File: config.mk
export PLATFORM = sky130hd
export DESIGN_NAME = scan_delay_ctrl
export DESIGN_NICKNAME = d
export VERILOG_FILES = /design/src/rtl/sdc_pkg.sv /design/src/rtl/sdc_slow_tick.sv /design/src/rtl/sdc_bit_ctr.sv /design/src/rtl/scan_delay_ctrl.sv
export SDC_FILE = /design/constraint.sdc
export NUM_CORES = 1
export LEC_CHECK = 0
export ABC_AREA = 1
export BUFFER_PORTS_ARGS = -buffer_cell sky130_fd_sc_hd__buf_4
export CAP_MARGIN = 10
export CORE_ASPECT_RATIO = 1.25
export CORE_UTILIZATION = 35
export CTS_CLUSTER_DIAMETER = 30
export DETAILED_ROUTE_END_ITERATION = 8
export HOLD_SLACK_MARGIN = 0.05
export MAX_ROUTING_LAYER = met4
export PLACE_DENSITY = 0.54
export SLEW_MARGIN = 20
export SYNTH_ARGS = -nofsm -noshare
export SYNTH_HDL_FRONTEND = slang
export SYNTH_SLANG_ARGS = --single-unit
export TNS_END_PERCENT = 1
File: constraint.sdc
create_clock -name clk -period 1.53 [get_ports clk]
set_clock_uncertainty 0.2 [all_clocks]
set_input_delay 0.153 -clock clk [delete_from_list [all_inputs] [get_ports clk]]
set_output_delay 0.153 -clock clk [all_outputs]
set_load 0.02 [all_outputs]
File: src/rtl/sdc_pkg.sv
package sdc_pkg;
  typedef enum logic [2:0] {
    ST_IDLE,
    ST_LOAD,
    ST_PREP,
    ST_CAPTURE,
    ST_UNLOAD,
    ST_FINISH
  } sdc_state_t;

  localparam logic LAUNCH_SHIFT = 1'b0;
  localparam logic LAUNCH_FUNC  = 1'b1;
endpackage

File: src/rtl/sdc_slow_tick.sv
module sdc_slow_tick #(
  parameter int SLOW_DIV = 4
) (
  input  logic clk,
  input  logic rst,
  input  logic clr,
  output logic tick
);
  localparam int CW = (SLOW_DIV > 1) ? $clog2(SLOW_DIV) : 1;
  localparam logic [CW-1:0] LAST = CW'(SLOW_DIV - 1);

  logic [CW-1:0] cnt;

  always_ff @(posedge clk) begin
    if (rst || clr) cnt <= '0;
    else if (cnt == LAST) cnt <= '0;
    else cnt <= cnt + 1'b1;
  end

  assign tick = !clr && (cnt == LAST);
endmodule

File: src/rtl/sdc_bit_ctr.sv
module sdc_bit_ctr #(
  parameter int CHAIN_LEN = 8
) (
  input  logic clk,
  input  logic rst,
  input  logic clr,
  input  logic inc,
  output logic last
);
  localparam int CW = $clog2(CHAIN_LEN + 1);
  localparam logic [CW-1:0] LAST = CW'(CHAIN_LEN - 1);

  logic [CW-1:0] cnt;

  always_ff @(posedge clk) begin
    if (rst || clr) cnt <= '0;
    else if (inc) cnt <= cnt + 1'b1;
  end

  assign last = (cnt == LAST);
endmodule

File: src/rtl/scan_delay_ctrl.sv
module scan_delay_ctrl
  import sdc_pkg::*;
#(
  parameter int CHAIN_LEN = 8,
  parameter int SLOW_DIV  = 4
) (
  input  logic clk,
  input  logic rst,
  input  logic start,
  input  logic launch_mode,
  output logic scan_en,
  output logic chain_ce,
  output logic rated_sel,
  output logic pi_v2_sel,
  output logic busy,
  output logic done
);
  sdc_state_t state;
  logic mode_q, se_q, ce_q, rated_q, v2_q, busy_q, done_q;
  logic tick, last_bit, div_clr, ctr_clr, ctr_inc;

  assign div_clr = (state == ST_IDLE) || (state == ST_CAPTURE) || (state == ST_FINISH);
  assign ctr_clr = (state == ST_IDLE) || (state == ST_PREP) || (state == ST_CAPTURE);
  assign ctr_inc = tick && ((state == ST_LOAD) || (state == ST_UNLOAD));

  sdc_slow_tick #(.SLOW_DIV(SLOW_DIV)) u_tick (
    .clk(clk), .rst(rst), .clr(div_clr), .tick(tick)
  );

  sdc_bit_ctr #(.CHAIN_LEN(CHAIN_LEN)) u_bits (
    .clk(clk), .rst(rst), .clr(ctr_clr), .inc(ctr_inc), .last(last_bit)
  );

  always_ff @(posedge clk) begin
    if (rst) begin
      state   <= ST_IDLE;
      mode_q  <= LAUNCH_SHIFT;
      se_q    <= 1'b0;
      ce_q    <= 1'b0;
      rated_q <= 1'b0;
      v2_q    <= 1'b0;
      busy_q  <= 1'b0;
      done_q  <= 1'b0;
    end else begin
      ce_q    <= 1'b0;
      rated_q <= 1'b0;
      v2_q    <= 1'b0;
      case (state)
        ST_IDLE: begin
          se_q <= 1'b0;
          if (start) begin
            state  <= ST_LOAD;
            mode_q <= launch_mode;
            se_q   <= 1'b1;
            busy_q <= 1'b1;
            done_q <= 1'b0;
          end
        end
        ST_LOAD: begin
          if (tick) begin
            ce_q <= 1'b1;
            if (last_bit) state <= ST_PREP;
          end
        end
        ST_PREP: begin
          // Functional launch needs scan enable low one slow period ahead.
          se_q <= (mode_q == LAUNCH_SHIFT);
          if (tick) begin
            ce_q    <= 1'b1;
            rated_q <= 1'b1;
            v2_q    <= 1'b1;
            state   <= ST_CAPTURE;
          end
        end
        ST_CAPTURE: begin
          ce_q    <= 1'b1;
          rated_q <= 1'b1;
          v2_q    <= 1'b1;
          se_q    <= 1'b0;
          state   <= ST_UNLOAD;
        end
        ST_UNLOAD: begin
          se_q <= 1'b1;
          if (tick) begin
            ce_q <= 1'b1;
            if (last_bit) state <= ST_FINISH;
          end
        end
        ST_FINISH: begin
          se_q   <= 1'b0;
          busy_q <= 1'b0;
          done_q <= 1'b1;
          state  <= ST_IDLE;
        end
        default: state <= ST_IDLE;
      endcase
    end
  end

  assign scan_en   = se_q;
  assign chain_ce  = ce_q;
  assign rated_sel = rated_q;
  assign pi_v2_sel = v2_q;
  assign busy      = busy_q;
  assign done      = done_q;
endmodule

### Word level (Yosys, flattened, before mapping)

Index checks and enable logic that the tools add are counted.

* bits in read-only memories: 0
* memory bits (writable): 0
* word-level logic and storage cells: 60
* bits in latches: 0
* memories: 0
* bits in registers: 15

* add/subtract/negate cells: 2
* muxes and demuxes: 16
* div/mod/pow operators: 0
* magnitude comparators: 0
* bitwise operators: 1
* shift-type cells: 0
* multiply operators: 0
* eq/ne operators: 13
* reductions and logical operators: 19

Operator list (number)
* 3-bit two-way mux: 6
* 3-bit case mux with 5 select lines: 1
* 2-bit inequality test (second input constant): 6
* 1-bit case mux with 2 select lines: 4
* 1-bit logical OR: 7
* 3-bit by 2-bit equality test with 1-bit output (second input constant): 2
* 3-bit equality test (second input constant): 2
* 6-bit AND reduction: 1
* 4-bit by 1-bit adder with 4-bit output (second input constant): 1
* 4-bit by 3-bit equality test with 1-bit output (second input constant): 1
* 1-bit two-way mux: 4
* 1-bit case mux with 4 select lines: 1
* 2-bit AND reduction: 2
* 4-bit nonzero test: 1
* 2-bit OR reduction: 2
* 3-bit by 1-bit equality test with 1-bit output (second input constant): 1
* 3-bit logical NOT: 1
* 3-bit OR reduction: 1
* 2-bit by 1-bit adder with 2-bit output (second input constant): 1
* 2-bit equality test (second input constant): 1
* 1-bit logical AND: 2
* 2-bit nonzero test: 1
* 1-bit logical NOT: 1
* 1-bit inverter: 1

### Longest topological paths before layout

Gate-level depths: netlist of the first run.

* word-level depth: 7
* gate-level depth with buffers: 10

### Hierarchy

From an unflattened synthesis of the first run, not the netlist that was laid out.

* cells, all modules: 105
* area total of the unflattened synthesis: 779.5 µm²

By module, submodules not included
* scan_delay_ctrl: area an instance 523.0 µm², instances 1, cells each 70, sequential area each 180.2 µm²
* sdc_bit_ctr: area an instance 177.7 µm², instances 1, cells each 25, sequential area each 80.1 µm²
* sdc_slow_tick: area an instance 78.8 µm², instances 1, cells each 10, sequential area each 40.0 µm²

### Worst setup path after synthesis of the first run

No wires, ideal clock.

* path type: flip-flop to flip-flop
* start point: register u_tick.cnt[0]
* end point: register state[1]
* clock period less this slack: 1355 ps
* cell stages (with the launch flop): 9
* arrival: 1040 ps
* slack: 175 ps
* buffers on the path: 0
* library setup time: 115 ps
* required time: 1215 ps
* cells stage by stage: dfxtp_1 -> ha_1 -> inv_1 -> nand4_1 -> nand2_1 -> nor2_2 -> nand3_1 -> nand2_1 -> nor2_1

* cells in the longest elaborated chain, start to end: 4

RTL lines
* start: declaration: line sdc_slow_tick.sv:12 `logic [CW-1:0] cnt;`
* start signal: assignment: line sdc_slow_tick.sv:17 `else cnt <= cnt + 1'b1;`
* 2-bit equality test (*): line sdc_slow_tick.sv:20 `assign tick = !clr && (cnt == LAST);`
* 1-bit logical AND (*): line sdc_slow_tick.sv:20
* 2-bit inequality test (no source line)
* 6-bit AND reduction (no source line) (*)
* end signal: assignment: line scan_delay_ctrl.sv:36 `state <= ST_IDLE;`
* end signal: assignment: line scan_delay_ctrl.sv:52 `state <= ST_LOAD;`
* end signal: assignment: line scan_delay_ctrl.sv:62 `if (last_bit) state <= ST_PREP;`
* end: declaration: line scan_delay_ctrl.sv:18 `sdc_state_t state;`

Every way passes the cells marked *; elsewhere a longest branch is shown, timed or not.
A chain may end at the register's enable or synchronous reset.

### Worst setup path after layout of the first run

* start point: register state[0]
* end point: register state[0]

* cells in the longest elaborated chain, start to end: 7

RTL lines
* 3-bit by 2-bit equality test with 1-bit output / 3-bit logical NOT (equally long branches): line scan_delay_ctrl.sv:22, scan_delay_ctrl.sv:48
* 1-bit logical OR (2 in a row): line scan_delay_ctrl.sv:22 `assign div_clr = (state == ST_IDLE) || (state == ST_CAPTURE) || (state == ST_FINISH);`
* 1-bit logical NOT: line sdc_slow_tick.sv:20
* 1-bit logical AND: line sdc_slow_tick.sv:20
* 2-bit inequality test (no source line)
* 6-bit AND reduction (no source line)

Parallel ways exist; a longest one is shown, timed or not.

==> flow_summary.yaml, run 1 <==
status:
  status: "complete, no violations"
timing:
  fin_ws_ns: 0.0893
  finalSetupViolations: 0
  timing.final.crit_period_ns: 1.44
  finalCritPeriodShare_pct: 94.2
  worst_pin_slew_ns: 0.310
  fin_tns_setup_ns: 0
  grt_setup_unrepaired: "no"
  fmax_mhz: 694
  hold_viol_final: 0
  drv_slew: 0
  slew_headroom_pct: 79.1
  hold_slack_ns: 0.256
die:
  ioPinCount: 10
  initial_core_util_pct: 38.9
  core_sq_um: 2050
  fp.dieH_um: 55.4
  die_area_sq_um: 2470
  rows: 18
  fp.dieW_um: 44.7
logic_synthesis:
  synth_simple_gate_area_share_pct: 35.0
  synth_fa_ha_area_share_pct: 3.14
  synth-edff-count: 0
  syn_nets: 112
  synth_cell_type_count: 24
  synthMuxAreaShare_pct: 0
  synthFlopType: "dfxtp_1"
  synth_compound_area_share_pct: 12.1
  synth_xor_area_share_pct: 2.20
  synth_top_family_by_area: "simple AND/OR/NAND/NOR gates"
  yosysSeqAreaShare_pct: 37.7
  syn_area_sq_um: 797
  synth.top_cell.area_share_pct: 37.7
  ys_seq_elements: 15
  yosys_warnings: 0
  syn_avg_cell_area_sq_um: 7.52
  synth.largest_area_cell: "dfxtp_1"
  yosysMostFrequentCell: "nand2_1"
  async_reset_ff_share_pct: 0
  yosys-top-cells-count: "nand2_1 (22), dfxtp_1 (15), a21oi_1 (14), nand3_1 (10), inv_1 (9)"
  synth_cells: 106
  netlist_top_cells_area: "dfxtp_1 (38%), nand2_1 (10%), a21oi_1 (8.8%)"
route:
  drc: 0
  num_vias: 723
  drt_iter0_drc: 10
  wl_per_cell_um: 10.3
  vias_per_cell: 4.69
  drt_wl_total_um: 1590
  first_pass_iters: 3
  ant_nets: 0
clock_tree:
  cts_root_buf: "clkbuf_4"
  cts_setup_buffers: 0
  cts.path.max_buffers: 2
  cts_buffers: 3
  h-tree-depth: 1
  clk_latency_ns: 0.30
  cts.clk_slew.worst_paths_ns: 0.11
  cts.sinks: 15
  cts_tree: "built"
worst_setup_path:
  slowest_delay_ns: 0.34
  cp_max_fo: 8
  arrival_ns: 1.44
  crit_path_end_kind: "flip-flop"
  cp_cell_sequence: "buf_12, nor2_4, nand2_2, inv_2, nand2_1, nand2_1, inv_2, a21oi_1, nor2_1"
  cp_data_required_time_ns: 1.52
  crit_slowest_cell: "dfxtp_1"
  crit_type: "reg -> reg"
  startpoint_type: "flip-flop"
pwr:
  p_per_area_nw_per_um2: 1490
  power.leakage_nw: 0.417
  ir_drop_uv: 723
global_routing:
  grtUsageTotal_pct: 14.6
  grt-ovfl-total: 0
  grt_pass1_wl_um: 2630
  antenna_found_initial: 0
  grt_max_degree: 11
  grt_pass1_vias: 673
place:
  dpl.cell_count: 147
  hpwl_um: 1220
  port_buffers: 9
  pre_cts_slack_ns: 0.0424
  gp_congestion: 0.784
finish:
  num_antenna_cells: 0
  syn_to_final_growth_pct: 32.7
  finalCoreUtilization_pct: 51.6
  fin_cells: 154
  drive_gt1_share_pct: 36.3
  nNetsFinal: 131
worst_hold_path:
  min_path_type: "reg -> reg"
run:
  cap_violations: 0
sequential cells by signal, summed over array words and instances, names as in the netlist:
signal and count:
busy 1, done 1, u_bits.cnt 4, pi_v2_sel 1, scan_en 1, u_tick.cnt 2
mode_q 1, chain_ce 1, state 3
report_power, final:
| part | internal, mW | switching [mW] | leakage [nW] | total (mW) |
|---|---|---|---|---|
| combinational | 0.329 | 0.456 | 0.278 | 0.784 |
| sequential | 0.470 | 0.0707 | 0.125 | 0.541 |
| clock | 0.0995 | 0.148 | 0.0139 | 0.248 |
timing repair:
item | CTS | global route
endpoints found under the setup margin | 0 | 8
resized for setup | 0 | 18
hold buffers | 3 | 0
hold endpoints to repair | 15 | 0
per-layer routing:
metal	global-route usage, %	vias up	part of all wire (%)
li1	-	387	-
met1	16.4	323	44
met2	22.5	7	51
met3	1.96	6	1.5
met4	10.8	0	3.6
met5	-	-	0
layout make-up:
type | count | area [sq um]
Clock buffer | 3 | 22.5
Clock inverter | 1 | 7.51
Fill cell | 190 | 992
Inverter | 13 | 51.3
Multi-Input combinational cell | 74 | 472
Sequential cell | 15 | 312
Tap cell | 30 | 37.5
Timing Repair Buffer | 18 | 155
layout by cell type (no fill, tap or decap):
cell type,n
a21oi_1,13
a21oi_2,1
buf_12,1
buf_4,14
clkbuf_4,3
clkinvlp_4,1
dfxtp_1,10
dfxtp_2,3
dfxtp_4,2
dlygate4sd3_1,3
ha_4,2
inv_1,9
inv_2,3
inv_4,1
nand2_1,22
nand2_2,3
nand2_4,1
nand3_1,7
nand3_2,5
nand4_1,2
nor2_1,6
nor2_4,2
nor2_8,1
nor3_4,1
nor4_1,2
o211ai_1,1
o21ai_0,1
o21ai_1,1
o21ai_2,1
xor2_1,2
critical path, delay by kind of cell, from the launching register on:
kind / cells / cell delay [ns]
simple gates: 5 / 0.42
compound gates: 1 / 0.13
buf+inv: 3 / 0.26
flops: 1 / 0.34
logic make-up after synthesis:
group | after synthesis
simple gates | 52
compound gates | 18
buf+inv | 17
flops | 15
xor+xnor | 2
fa+ha+maj | 2
through the flow:
step | total power [mW] | cell area [sq um]
after CTS | 1.49 | 990
final | 1.57 | 1060
after global placement | 1.23 | 930
after floorplan | 1.02 | 797
after global routing | 1.70 | 1060
after detailed placement | 1.23 | 930
path summary, 6_finish.rpt:
check | from | end | depth (start not counted) | slack (ns)
setup reg to reg | state[0] | state[0] | 9 | 0.09
hold reg to reg | u_tick.cnt[0] | u_tick.cnt[0] | 1 | 0.26
setup / recovery | state[0] | state[0] | 9 | 0.09
hold / removal | u_tick.cnt[0] | u_tick.cnt[0] | 1 | 0.26
Note: power is estimated with default switching activity, not from simulation.
==> run 2, diff against run 1 <==
Settings changed: PLACE_DENSITY 0.54 to not set.
==> flow_summary.yaml, run 2 (synthesis gave the netlist of run 1 again) <==
place:
  gp_congestion: 0.831
  dpl_cell_area_sq_um: 900
  hpwl_um: 1190
  port_buffers: 9
  dpl.cell_count: 143
  pre_cts_slack_ns: 0.00339
pwr:
  switching_share_pct: 42.9
  finalPower_mw: 1.47
  power_switching_mw: 0.628
  intPower_mw: 0.837
  p_per_area_nw_per_um2: 1450
  p_clk_share_pct: 16.1
  pwr-share-seq_pct: 38.3
  power.leakage_nw: 0.407
  ir_drop_uv: 709
  combPwrFrac_pct: 45.6
finish:
  final_cell_area_sq_um: 1010
  multiInputGateArea_sq_um: 450
  largest_reg_flops: 4
  reg_top3: "u_bits.cnt: 4 flops, state: 3 flops, u_tick.cnt: 2 flops"
  fin_cells: 152
  num_antenna_cells: 0
  final_common_cell: "nand2_1"
  final_cell_mix: "nand2_1 (22), a21oi_1 (14), buf_4 (12), nand3_1 (10), dfxtp_1 (10)"
  syn_to_final_growth_pct: 27.2
  drive_gt1_share_pct: 32.8
  regMostFlops: "u_bits.cnt"
  nNetsFinal: 129
  seq_area_sq_um: 307
  fillers: 197
route:
  drt_iter0_drc: 16
  ant_nets: 0
  vias_per_cell: 4.90
  wl_per_cell_um: 11.0
  num_vias: 745
  drt_wl_total_um: 1680
  first_pass_iters: 4
  drc: 0
die:
  ioPinCount: 10
  rows: 18
  fp.dieW_um: 44.7
  initial_core_util_pct: 38.9
  fp.dieH_um: 55.4
  core_sq_um: 2050
  die_area_sq_um: 2470
timing:
  fin_ws_ns: 0.0775
  grt_setup_unrepaired: "yes"
  fin_tns_setup_ns: 0
  finalCritPeriodShare_pct: 94.9
  hold_viol_final: 0
  drv_slew: 0
  worst_pin_slew_ns: 0.276
  finalSetupViolations: 0
  fmax_mhz: 688
  timing.final.crit_period_ns: 1.45
  slew_headroom_pct: 81.6
global_routing:
  grt-ovfl-total: 0
  globalRouteMet1Util_pct: 18.5
  grtUsageTotal_pct: 15.7
  antenna_found_initial: 0
  use_met2_pct: 23.5
  use_met3_pct: 2.94
  grt_max_degree: 10
  grt_busiest_layer: "met2"
  grt_pass1_wl_um: 2860
  grt_pass1_vias: 700
clock_tree:
  cts_tree: "built"
  cts.path.max_buffers: 2
  cts.clk_slew.worst_paths_ns: 0.09
  cts_buffers: 3
  clk_latency_ns: 0.29
  h-tree-depth: 1
  cts_root_buf: "clkbuf_4"
  cts.sinks: 15
worst_setup_path:
  startpoint_type: "flip-flop"
  critPathMostFrequentCell: "inv_1"
  arrival_ns: 1.48
  cp_max_fo: 6
  crit_path_end_kind: "flip-flop"
  crit_type: "reg -> reg"
  cp_data_required_time_ns: 1.55
  slowest_delay_ns: 0.41
  crit_slowest_cell: "dfxtp_2"
  cp_cell_sequence: "inv_4, nor3_4, buf_4, inv_1, o21ai_1, inv_1, a21oi_1"
run:
  cap_violations: 0
status:
  status: "complete, no violations"
worst_hold_path:
  min_path_type: "reg -> reg"
==> run 2: final cells by class <==
cell class | instances | share of cell area (%)
clock inverters | 1 | 0.494
inverters | 13 | 5.06
repair buffers | 16 | 13.8
clock buffers | 3 | 2.22
well taps | 30 | 3.70
multi-input cells | 74 | 44.4
flip-flops and latches | 15 | 30.2
==> run 2: timing repair <==
action / CTS / global route
setup endpoints to repair: 6 / 7
buffers inserted: 0 / 2
resized for setup: 1 / 11
hold buffers: 3 / 0
pin swaps: 0 / 3
endpoints found under the hold margin: 13 / 0
==> run 2: path summary, 6_finish.rpt <==
kind	start	slack (ns)	cells after the start	end
worst min register to register	u_tick.cnt[0]	0.25	1	u_tick.cnt[0]
worst max register to register	state[1]	0.08	7	scan_en
worst max-delay path	state[1]	0.08	7	scan_en
worst min-delay path	u_tick.cnt[0]	0.25	1	u_tick.cnt[0]
==> run 2: through the flow <==
step	utilization (%)	hold WS (ns)
3_3_place_gp	43.9	0.197
2_1_floorplan	-	0.117
4_1_cts	46.8	0.258
5_1_grt	49.5	0.279
6_report	49.5	0.255
3_5_place_dp	43.9	0.198
==> run 2: routing by layer <==
layer  wire length, um  vias to the layer above  part of all wire, %
met2               849                       21                   51
li1                  -                      381                    -
met4                25                        0                  1.5
met1               737                      339                   44
met3                64                        4                  3.8
met5                 0                        -                    0
==> run 2: power by group through the flow <==
stage / clock (mW) / sequential [mW] / combinational [mW]
5_1_grt: 0.259 / 0.572 / 0.756
4_1_cts: 0.243 / 0.545 / 0.609
6_report: 0.236 / 0.561 / 0.668
3_5_place_dp: 0 / 0.550 / 0.602
3_3_place_gp: 0 / 0.548 / 0.595
2_1_floorplan: 0 / 0.537 / 0.486
==> run 2: critical path, delay by kind of cell, from the launching register on <==
| family | cells | cell delay (ns) |
|---|---|---|
| AOI/OAI and AO/OA | 2 | 0.23 |
| and+or+nand+nor | 1 | 0.23 |
| buffers and inverters | 4 | 0.32 |
| DFF | 1 | 0.41 |
